==> config.mk <==
export PLATFORM = sky130hd
export DESIGN_NAME = mmd_divider
export DESIGN_NICKNAME = d
export VERILOG_FILES = /design/src/rtl/mmd_pkg.sv /design/src/rtl/mmd_cell.sv /design/src/rtl/mmd_cell_chain.sv /design/src/rtl/mmd_word_hold.sv /design/src/rtl/mmd_out_stage.sv /design/src/rtl/mmd_divider.sv
export SDC_FILE = /design/constraint.sdc
export NUM_CORES = 1
export LEC_CHECK = 0
export ABC_AREA = 1
export BUFFER_PORTS_ARGS = -buffer_cell sky130_fd_sc_hd__buf_4
export CAP_MARGIN = 25
export CORE_MARGIN = 2
export CORE_UTILIZATION = 60
export DETAILED_ROUTE_END_ITERATION = 10
export PLACE_DENSITY = 0.92
export SYNTH_ARGS = -nofsm -noshare
export SYNTH_HDL_FRONTEND = slang
export SYNTH_SLANG_ARGS = --single-unit
export TNS_END_PERCENT = 20
==> constraint.sdc <==
create_clock -name clk -period 4.8 [get_ports clk]
set_input_delay 0.96 -clock clk [delete_from_list [all_inputs] [get_ports clk]]
set_output_delay 0.96 -clock clk [all_outputs]
set_load 0.05 [all_outputs]
==> src/rtl/mmd_pkg.sv <==
package mmd_pkg;

    // Phase of one divide-by-2/3 stage within its own output period.
    typedef enum logic [1:0] {
        PH_0 = 2'd0,
        PH_1 = 2'd1,
        PH_2 = 2'd2
    } cell_phase_t;

    // Division ratio for a given stage count and program word value.
    function automatic int unsigned mmd_ratio(input int unsigned stages,
                                              input int unsigned word);
        return (32'd1 << stages) + word;
    endfunction

    // Next phase of a stage that advances and has not reached its last phase.
    function automatic cell_phase_t phase_step(input cell_phase_t ph);
        case (ph)
            PH_0:    return PH_1;
            PH_1:    return PH_2;
            default: return PH_0;
        endcase
    endfunction

endpackage

==> src/rtl/mmd_cell.sv <==
module mmd_cell
    import mmd_pkg::*;
(
    input  logic clk,
    input  logic rst,
    input  logic tick_in,   // one-cycle enable per input period of this stage
    input  logic mod_in,    // stretch window from the slower neighbour
    input  logic prog_bit,  // held program bit of this stage
    output logic tick_out,  // enable for the slower neighbour
    output logic mod_out    // stretch window for the faster neighbour
);

    cell_phase_t ph_q;
    cell_phase_t ph_d;
    cell_phase_t last_ph;
    logic        at_last;

    // Three ticks only when both the window and the program bit are set.
    always_comb begin
        last_ph = (mod_in && prog_bit) ? PH_2 : PH_1;
        at_last = (ph_q == last_ph);
    end

    assign tick_out = tick_in && at_last;
    assign mod_out  = mod_in && at_last;

    always_comb begin
        if (!tick_in) begin
            ph_d = ph_q;
        end else if (at_last) begin
            ph_d = PH_0;
        end else begin
            ph_d = phase_step(ph_q);
        end
    end

    always_ff @(posedge clk) begin
        if (rst) begin
            ph_q <= PH_0;
        end else begin
            ph_q <= ph_d;
        end
    end

endmodule

==> src/rtl/mmd_cell_chain.sv <==
module mmd_cell_chain #(
    parameter int STAGES = 5
) (
    input  logic              clk,
    input  logic              rst,
    input  logic [STAGES-1:0] word,
    output logic              cycle_end,
    output logic              chain_wrap
);

    // tick[i]: enable of stage i; modc[i]: modulus-in of stage i-1 (out of stage i).
    logic [STAGES:0] tick;
    logic [STAGES:0] modc;

    assign tick[0]      = 1'b1;
    assign modc[STAGES] = 1'b1;

    for (genvar i = 0; i < STAGES; i++) begin : g_stage
        mmd_cell u_cell (
            .clk      (clk),
            .rst      (rst),
            .tick_in  (tick[i]),
            .mod_in   (modc[i+1]),
            .prog_bit (word[i]),
            .tick_out (tick[i+1]),
            .mod_out  (modc[i])
        );
    end

    assign cycle_end  = modc[0];
    assign chain_wrap = tick[STAGES];

endmodule

==> src/rtl/mmd_word_hold.sv <==
module mmd_word_hold #(
    parameter int STAGES = 5
) (
    input  logic              clk,
    input  logic              rst,
    input  logic              load,
    input  logic [STAGES-1:0] prog,
    output logic [STAGES-1:0] word_q
);

    always_ff @(posedge clk) begin
        if (rst || load) begin
            word_q <= prog;
        end
    end

endmodule

==> src/rtl/mmd_out_stage.sv <==
module mmd_out_stage (
    input  logic clk,
    input  logic rst,
    input  logic cycle_end,
    output logic div_out
);

    always_ff @(posedge clk) begin
        if (rst) begin
            div_out <= 1'b0;
        end else begin
            div_out <= cycle_end;
        end
    end

endmodule

==> src/rtl/mmd_divider.sv <==
module mmd_divider #(
    parameter int STAGES = 5
) (
    input  logic              clk,
    input  logic              rst,
    input  logic [STAGES-1:0] prog,
    output logic              div_out
);

    logic [STAGES-1:0] word_q;
    logic              cycle_end;
    logic              chain_wrap;

    mmd_word_hold #(.STAGES(STAGES)) u_hold (
        .clk    (clk),
        .rst    (rst),
        .load   (cycle_end),
        .prog   (prog),
        .word_q (word_q)
    );

    mmd_cell_chain #(.STAGES(STAGES)) u_chain (
        .clk        (clk),
        .rst        (rst),
        .word       (word_q),
        .cycle_end  (cycle_end),
        .chain_wrap (chain_wrap)
    );

    mmd_out_stage u_out (
        .clk       (clk),
        .rst       (rst),
        .cycle_end (cycle_end),
        .div_out   (div_out)
    );

endmodule

==> run summary <==
vias in the first global route = 715
Min-Delay Path Class = reg -> reg
kind of critical path = reg -> reg
Rows = 13
Synthesis Warnings = 0
number of library cell types mapped by synthesis = 18
die width = 42.53 um
CTS resizes = 0
drt first-iter violations = 23
wirelength, routed = 1.734 mm
CTS root buffer = clkbuf_4
fmax = 0.4256 GHz
Max Cap Violations = 0
P&R area growth vs syn = 10.96%
TritonCTS clock tree = done
Syn Area/Cell = 8.484 um^2
TritonCTS Buffers = 3
drt first pass iters = 4
worst skew pair latency = 0.29 ns
port bufs = 7
Core Area = 0.001350 mm^2
P per Cell Area = 257.2 mW/mm^2
DR vias/cell = 5.496
CTS clock-pin slew for the worst setup and hold paths = 0.10 ns
peak supply drop = 194.5 uV
hold buffers post-CTS = 0
setup_tns = 0 ns
Final Power = 0.0002542 W
Max H-tree Level = 1
Post-Synthesis Cell Area = 890.9 um^2
# DRC = 0
RSZ-0062 raised after global routing = false
Final Hold Fails = 0
fraction of layout instances using a drive strength above 1 = 26.72%
die area = 0.001809 mm^2
postcts setup bufs = 0
WL/cell = 13.24 um
Setup crit end kind = register
Slew @ Worst Pin = 0.2872 ns
number of diodes = 0
Critical Path Fanout Max = 7
detailed placement HPWL = 1.316 mm
fin. max-slew vios = 0
type of origin of the critical path = register
GR Overflow Total = 0
DR vias = 720
#FFs+latches synth = 16
worst relative slew slack = 80.73%
initial antenna violation count = 0
largest net degree at the start of global routing = 10
num ports = 8
first-pass GRT wire length = 2.946 mm
# setup viols final = 0
Reg2Reg Setup Slack = 2.45 ns
RePlAce Congestion = 0.7762
Final Net Count = 124
Crit path required time = 4.78 ns
status = complete, no violations
fin crit share = 48.95%
skew final = 0.01032 ns
post-synthesis sequential area ratio = 41.57%
Syn Inst Count = 105
Tot GR Track Use = 21.47%
Max Root-Sink Buffers = 2
die height = 42.53 um
crit path DAT = 2.33 ns
Routed Antenna Nets = 0
P_leak = 0.4224 nW
fin crit period = 2.350 ns
clock sinks = 16
Starting Density = 65.99%
synthesized net count = 112
-- sequential cells by signal (all words and copies together), names as in the netlist --
name / flops
u_chain.g_stage.u_cell.ph_q: 10
u_hold.word_q: 5
u_out.div_out: 1
-- per-layer routing --
layer	GRT usage, %	part of all wire [%]	vias up
li1	-	-	366
met1	24.26	43	334
met2	39.69	52	17
met3	3.879	3.6	3
met4	7.500	1.2	0
met5	0	0	-
-- synthesized netlist by cell type --
| cell type | n | area share [%] |
|---|---|---|
| nand2_1 | 10 | 4.2 |
| dfxtp_1 | 11 | 25 |
| nand3_4 | 2 | 3.9 |
| clkinv_1 | 1 | 0.42 |
| nor3_1 | 4 | 2.2 |
| inv_1 | 16 | 6.7 |
| nand2_4 | 7 | 8.8 |
| nand2_2 | 5 | 3.5 |
| nand3_1 | 6 | 3.4 |
| edfxtp_1 | 5 | 17 |
| o21ai_1 | 5 | 2.8 |
| nand4_2 | 3 | 4.2 |
| a21boi_4 | 1 | 2.1 |
| nand3_2 | 2 | 2.2 |
| nor2_4 | 1 | 1.3 |
| nand4_1 | 4 | 2.8 |
| nor2_1 | 19 | 8.0 |
| a21oi_1 | 3 | 1.7 |
-- cell type report --
cell class              instances  area, um^2
flip-flops and latches         16       370.4
fillers                        97       361.6
repair buffers                  7       52.55
multi-input cells              72       456.7
clock buffers                   4       26.28
inverters                      17       63.81
well taps                      15       18.77
-- logic make-up after synthesis --
| family | share of synthesized area, % |
|---|---|
| and+or+nand+nor | 44.66 |
| buffers and inverters | 7.163 |
| DFF | 41.57 |
| AOI/OAI and AO/OA | 6.600 |
-- where the power goes --
part	internal [W]	switching, W	total (W)
combinational	0.00000987	0.0000190	0.0000288
sequential	0.000146	0.00000515	0.000151
clock	0.0000323	0.0000424	0.0000747
total	0.000188	0.0000665	0.000254
-- path summary, 6_finish.rpt --
path,start,to,cells past startpoint
worst max-delay path,u_hold.word_q[4],u_hold.word_q[2],15
worst min-delay path,u_chain.g_stage[0].u_cell.ph_q[0],u_chain.g_stage[0].u_cell.ph_q[0],1
worst max register to register,u_hold.word_q[4],u_hold.word_q[2],15
worst min register to register,u_chain.g_stage[0].u_cell.ph_q[0],u_chain.g_stage[0].u_cell.ph_q[0],1
-- cell usage in the layout, fill, tap and decap left out --
cell	n
a21boi_4	1
a21oi_1	3
buf_4	7
clkbuf_1	1
clkbuf_4	3
clkinv_1	1
dfxtp_1	11
edfxtp_1	5
inv_1	16
nand2_1	10
nand2_2	5
nand2_4	7
nand3_1	6
nand3_2	2
nand3_4	2
nand4_1	4
nand4_2	3
nor2_1	19
nor2_4	1
nor3_1	4
o21ai_1	5
-- through the flow --
step | utilization (%) | setup WS [ns] | instances | hold WS [ns] | instance area [um^2]
floorplan | - | 2.753 | 105 | 0.4191 | 890.9
global placement | 71.27 | 2.563 | 127 | 0.4337 | 962.2
detailed placement | 71.27 | 2.497 | 127 | 0.4682 | 962.2
CTS | 73.22 | 2.454 | 131 | 0.4846 | 988.4
global route | 73.22 | 2.250 | 131 | 0.4869 | 988.4
finish | 73.22 | 2.450 | 131 | 0.4864 | 988.4
-- worst max-delay path: stages, from the launching register on --
cell and delay, ns:
edfxtp_1 0.43, inv_1 0.09, nand3_1 0.11, nand2_4 0.14, nand2_4 0.08, nand2_1 0.06
nand4_1 0.12, nand2_2 0.11, nand2_4 0.09, nand3_2 0.10, nand2_2 0.07, nand2_4 0.10
nand3_4 0.08, nand2_4 0.11, nand4_1 0.12, nand2_1 0.22
(Power assumes the default switching activity.)
